**config.mk**
```make
export PLATFORM = sky130hd
export DESIGN_NAME = seq_line_prefetcher
export DESIGN_NICKNAME = d
export VERILOG_FILES = /design/src/rtl/pf_pkg.sv /design/src/rtl/pf_depth_calc.sv /design/src/rtl/pf_sequencer.sv /design/src/rtl/pf_park.sv /design/src/rtl/seq_line_prefetcher.sv
export SDC_FILE = /design/constraint.sdc
export NUM_CORES = 1
export LEC_CHECK = 0
export ABC_AREA = 0
export ABC_CLOCK_PERIOD_IN_PS = 15600
export CORE_ASPECT_RATIO = 1.5
export CORE_MARGIN = 8
export CORE_UTILIZATION = 44
export CTS_BUF_LIST = sky130_fd_sc_hd__clkbuf_16
export DETAILED_ROUTE_END_ITERATION = 8
export PLACE_DENSITY = 0.77
export SYNTH_ARGS = -nofsm -noshare
export SYNTH_HDL_FRONTEND = slang
export SYNTH_SLANG_ARGS = --single-unit
```
**constraint.sdc**
```tcl
create_clock -name clk -period 15.6 [get_ports clk]
set_input_delay 3.12 -clock clk [delete_from_list [all_inputs] [get_ports clk]]
set_output_delay 3.12 -clock clk [all_outputs]
set_load 0.05 [all_outputs]
```
**src/rtl/pf_pkg.sv**
```systemverilog
package pf_pkg;
    localparam int ADDR_W     = 32;
    localparam int LINE_OFF_W = 6;   // 64-byte lines
    localparam int PAGE_OFF_W = 12;  // 4 KB pages
    localparam int K_W        = 6;
    localparam int MUL_W      = 4;
    localparam int VLEN_W     = 7;
    localparam int ESZ_W      = 2;

    localparam int LINE_W  = ADDR_W - LINE_OFF_W;
    localparam int IDX_W   = PAGE_OFF_W - LINE_OFF_W;
    localparam int BYTES_W = MUL_W + VLEN_W + (1 << ESZ_W) - 1;
    localparam int SPAN_W  = ((BYTES_W > PAGE_OFF_W) ? BYTES_W : PAGE_OFF_W) + 1;
    localparam int REL_W   = SPAN_W - LINE_OFF_W;

    typedef enum logic {ST_IDLE, ST_RUN} seq_state_e;

    typedef struct packed {
        logic [ADDR_W-1:0] addr;
        logic [VLEN_W-1:0] vlen;
        logic [ESZ_W-1:0]  esz;
        logic              seq;
    } miss_req_t;

    typedef struct packed {
        logic [LINE_W-1:0] line;
        logic [IDX_W-1:0]  remain;
        logic              demand;
    } cursor_t;

    function automatic logic [IDX_W-1:0] clamp_lines(input logic [REL_W-1:0] want,
                                                     input logic [IDX_W-1:0] room);
        if (want > REL_W'(room)) return room;
        return want[IDX_W-1:0];
    endfunction
endpackage

```
**src/rtl/pf_depth_calc.sv**
```systemverilog
module pf_depth_calc
    import pf_pkg::*;
(
    input  miss_req_t          req,
    input  logic               cfg_vec_only,
    input  logic               cfg_len_mode,
    input  logic [K_W-1:0]     cfg_k,
    input  logic [MUL_W-1:0]   cfg_mult,
    output logic [IDX_W-1:0]   count
);
    logic [BYTES_W-1:0] nbytes;
    logic [SPAN_W-1:0]  span_end;
    logic [IDX_W-1:0]   first_idx;
    logic [IDX_W-1:0]   room;
    logic [REL_W-1:0]   vl_lines;
    logic [REL_W-1:0]   want;

    always_comb begin
        nbytes    = (BYTES_W'(cfg_mult) * BYTES_W'(req.vlen)) << req.esz;
        first_idx = req.addr[PAGE_OFF_W-1:LINE_OFF_W];
        span_end  = SPAN_W'(req.addr[PAGE_OFF_W-1:0]) + SPAN_W'(nbytes) - SPAN_W'(1);
        vl_lines  = span_end[SPAN_W-1:LINE_OFF_W] - REL_W'(first_idx);
        room      = {IDX_W{1'b1}} - first_idx;

        if (cfg_vec_only && !req.seq)
            want = '0;
        else if (cfg_len_mode)
            want = (req.seq && (nbytes != '0)) ? vl_lines : '0;
        else
            want = REL_W'(cfg_k);

        count = clamp_lines(want, room);
    end
endmodule

```
**src/rtl/pf_sequencer.sv**
```systemverilog
module pf_sequencer
    import pf_pkg::*;
(
    input  logic              clk,
    input  logic              rst,
    input  logic              start,
    input  logic [LINE_W-1:0] start_line,
    input  logic [IDX_W-1:0]  start_count,
    input  logic              probe_hit,
    input  logic              fill_ready,
    output logic [LINE_W-1:0] cur_line,
    output logic              fill_valid,
    output logic              fill_pf,
    output logic              fire
);
    seq_state_e state;
    cursor_t    cur;
    logic       skip;
    logic       advance;

    always_comb begin
        skip       = (state == ST_RUN) && !cur.demand && probe_hit;
        fill_valid = (state == ST_RUN) && !skip;
        fire       = fill_valid && fill_ready;
        advance    = skip || fire;
    end

    assign cur_line = cur.line;
    assign fill_pf  = !cur.demand;

    always_ff @(posedge clk) begin
        if (rst) begin
            state <= ST_IDLE;
            cur   <= '0;
        end else if (start) begin
            state      <= ST_RUN;
            cur.line   <= start_line;
            cur.remain <= start_count;
            cur.demand <= 1'b1;
        end else if (advance) begin
            if (cur.remain == '0) begin
                state <= ST_IDLE;
            end else begin
                cur.line   <= cur.line + LINE_W'(1);
                cur.remain <= cur.remain - IDX_W'(1);
            end
            cur.demand <= 1'b0;
        end
    end
endmodule

```
**src/rtl/pf_park.sv**
```systemverilog
module pf_park
    import pf_pkg::*;
(
    input  logic              fire,
    input  logic              is_pf,
    input  logic              victim_dirty,
    input  logic [LINE_W-1:0] victim_line,
    output logic              park_valid,
    output logic [LINE_W-1:0] park_line
);
    always_comb begin
        park_valid = fire && is_pf && victim_dirty;
        park_line  = victim_line;
    end
endmodule

```
**src/rtl/seq_line_prefetcher.sv**
```systemverilog
module seq_line_prefetcher
    import pf_pkg::*;
(
    input  logic              clk,
    input  logic              rst,
    input  logic              cfg_vec_only,
    input  logic              cfg_len_mode,
    input  logic [K_W-1:0]    cfg_k,
    input  logic [MUL_W-1:0]  cfg_mult,
    input  logic              miss_valid,
    input  logic [ADDR_W-1:0] miss_addr,
    input  logic [VLEN_W-1:0] miss_vlen,
    input  logic [ESZ_W-1:0]  miss_esz,
    input  logic              miss_seq,
    output logic [LINE_W-1:0] probe_line,
    input  logic              probe_hit,
    input  logic              probe_victim_dirty,
    input  logic [LINE_W-1:0] probe_victim_line,
    output logic              fill_valid,
    output logic [LINE_W-1:0] fill_line,
    output logic              fill_pf,
    input  logic              fill_ready,
    output logic              park_valid,
    output logic [LINE_W-1:0] park_line
);
    miss_req_t         req;
    logic [IDX_W-1:0]  run_count;
    logic [LINE_W-1:0] cur_line;
    logic              fire;

    assign req = '{addr: miss_addr, vlen: miss_vlen, esz: miss_esz, seq: miss_seq};

    pf_depth_calc u_depth (
        .req          (req),
        .cfg_vec_only (cfg_vec_only),
        .cfg_len_mode (cfg_len_mode),
        .cfg_k        (cfg_k),
        .cfg_mult     (cfg_mult),
        .count        (run_count)
    );

    pf_sequencer u_seq (
        .clk         (clk),
        .rst         (rst),
        .start       (miss_valid),
        .start_line  (miss_addr[ADDR_W-1:LINE_OFF_W]),
        .start_count (run_count),
        .probe_hit   (probe_hit),
        .fill_ready  (fill_ready),
        .cur_line    (cur_line),
        .fill_valid  (fill_valid),
        .fill_pf     (fill_pf),
        .fire        (fire)
    );

    pf_park u_park (
        .fire         (fire),
        .is_pf        (fill_pf),
        .victim_dirty (probe_victim_dirty),
        .victim_line  (probe_victim_line),
        .park_valid   (park_valid),
        .park_line    (park_line)
    );

    assign probe_line = cur_line;
    assign fill_line  = cur_line;
endmodule

```
==> impl_results.md <==
- Sequential share of the synthesized area: 0.1312
- Total CTS buffers: 5
- Min Hold Slack: around 0.53 ns
- Largest family of logic cells by synthesized area: compound AO/OA/AOI/OAI gates
- Xor/xnor cell area share of the yosys netlist: 0.03038
- Vias: just over 5,000
- Crit path kind: primary input to flip-flop
- Worst Setup Start Kind: primary input
- Crit path capture type: flip-flop
- H-tree levels: 2
- Leading post-synthesis cells by cell area: dfxtp_1 13%, ha_1 13%, buf_4 11%
- FFs w/ async S/R, synth: 0
- DR vias/cell: approximately 5.7
- Final #Nets: between 800 and 900
- First-pass GRT wire length: about 24,000 um
- Pin count of the biggest net entering global routing: 62
- Hold Vio Cnt, Final: 0
- Mux contribution to synthesized area: 0.02218
- WL met2: 7874 um
- Worst-Skew Late Latency: ~0.28 ns
- # diodes: 0
- Slowest stage cell, crit path: fa_1
- DP Wirelength: between 10,000 and 15,000 um
- Filler instances: 1,132
- # resized after CTS: 0
- Residual DRC count: 0
- Highest clock rate: 93.26 MHz
- Die height: roughly 150 um
- Fin Setup TNS: 0 ns
- Initial antenna violation count: 0
- Final Max Tran Viols: 0
- CTS sink cnt: 34
- IO Port Bufs: 114
- Yosys warning total: 0
- Hold Buf Count CTS: 0
- Final min period: ~11 ns
- Worst endpoint required time: between 15 and 20 ns
- Detailed Route Iter0 Violations: 222
- Synth Flop Type: dfxtp_1
- 1st-pass router iterations: 5
- Hold/Removal Path Class: flip-flop to flip-flop
- FP Rows: 48
- Layout cells sized above 1: 0.02743
- Max VDD drop: ~0.056 mV
- Post-synth EDFFs: 0
- Flops & latches, synth: 34
- Syn Inst Count: a little over 700
- Total Routing Usage GR: 0.1815
- Total gr overflow: 0
- Slew at the pin closest to its max-slew limit: slightly below 1 ns
- Initial Util: 0.4500
- CP Max Fanout: 8
- Most common cell in the netlist: buf_4
- Area Overhead vs Synth: 14.66%
- CTS max path bufs: 2
- GP Congestion: 0.9191
- MaxCap Viol Count: 0
- Final setup margin: about 4.9 ns
- Final Skew: just under 0.006 ns
- Fin crit share: 0.6874
- PD cells: ~130 mW/mm^2
- Mapped Area: around 0.0052 mm^2
- Post-CTS Setup Inserts: 0
- Final setup fails: 0
- Status: finished, final reports clean
- Highest routed layer: met4
- Yosys top cell area share: 0.1312
- IO Pins: 167
- CP peak stage delay: around 0.55 ns
- Wire length per cell: ~16 um
- Synth Area in Simple Gates: 0.2308
- Static leakage: around 2.4 nW
- Leading cell types by count after synthesis: 79 x buf_4, 62 x nor2_1, 59 x inv_1
- Place WS: about 4.7 ns
- Die X: around 100 um
- CTS Root Cell: clkbuf_16
- Total Wirelength: approximately 14,000 um
- Reg area: a little under 700 um^2
- Crit path DAT: 10.86 ns
- WL met1: roughly 5300 um
- Die area: approximately 0.016 mm^2
- Post-Syn Area per Cell: approximately 7.3 um^2
- Unrepaired setup endpoints after global routing: no
- Core box area: approximately 0.012 mm^2
- Compound-Gate Fraction of Synth Area: 0.2320
- Cell variety after synth: 59
- Adder-cell area share of the yosys netlist: 0.1727
- Clock-pin slew on the worst setup and hold paths: roughly 0.050 ns
- Relative slew slack: 0.3449
- CTS tree: built
- Syn Nets: 866
- Vias in the first global route: approximately 5,200
- Area of the multi-input gates: roughly 0.0036 mm^2
- Largest area contributor in the netlist: dfxtp_1
- Metal3 WL: 659 um
- Post-route ant nets: 0
==> critical path, delay by kind of cell <==
| kind | cells | cell delay, ns |
|---|---|---|
| buffers and inverters | 3 | 0.61 |
| adders and majority gates | 7 | 2.62 |
| AOI/OAI and AO/OA | 10 | 2.24 |
| and+or+nand+nor | 9 | 1.82 |
| xor gates and xnor gates | 3 | 0.46 |
==> metrics by stage <==
stage          power (mW)  cells    util  instance area (um^2)
2_1_floorplan      0.5994    715       -                  5189
3_3_place_gp       0.6726    872  0.5044                  5817
6_report           0.7949    879  0.5160                  5949
4_1_cts            0.7922    879  0.5160                  5949
3_5_place_dp       0.6989    872  0.5044                  5817
5_1_grt            0.8666    879  0.5160                  5949
==> placed cells by master, fill, tap and decap left out, types with 27 or more instances in the layout <==
cell             instances
clkdlybuf4s50_1        113
ha_1                    54
and2_1                  27
dfxtp_1                 34
nand2_1                 54
o21ai_0                 48
a21oi_1                 40
nor2_1                  61
inv_1                   61
==> kinds of logic after synthesis <==
kind of cell,count (synthesis)
AND/OR/NAND/NOR,240
AO/OA/AOI/OAI,179
buffers and inverters,169
adder cells (fa/ha/maj),65
flip-flops,34
XOR/XNOR,18
multiplexers,10
==> final cells by class <==
class / instances / area share
Multi-Input combinational cell: 512 / 0.6004
Timing Repair Buffer: 116 / 0.1935
Sequential cell: 34 / 0.1144
Inverter: 60 / 0.03785
Tap cell: 150 / 0.03155
Clock buffer: 5 / 0.02103
Clock inverter: 2 / 0.001262
==> state kept, by name, summed over array words and instances (netlist names) <==
signal          cells
u_seq.cur_line     26
u_seq.cur           7
u_seq.state         1
==> routing by layer <==
layer,global-route usage,vias up
met5,0,-
met4,0.06882,0
met3,0.03157,23
met2,0.3605,147
met1,0.1815,2396
li1,-,2462
==> path summary, 6_finish.rpt <==
check                                         from  cells after the start  slack, ns                 end
worst max-delay path                   cfg_mult[3]                     32       4.88        u_seq.cur[1]
worst min-delay path            u_seq.cur_line[11]                      2       0.53  u_seq.cur_line[11]
worst max register to register   u_seq.cur_line[2]                      9      12.78  u_seq.cur_line[25]
worst min register to register  u_seq.cur_line[11]                      2       0.53  u_seq.cur_line[11]
==> report_power, final <==
part | internal (mW) | leakage [nW] | total, mW | switching (mW)
registers | 0.104 | 0.280 | 0.124 | 0.0205
logic | 0.238 | 2.10 | 0.579 | 0.341
clock network | 0.0569 | 0.0723 | 0.0914 | 0.0344
(Power assumes the default switching activity.)
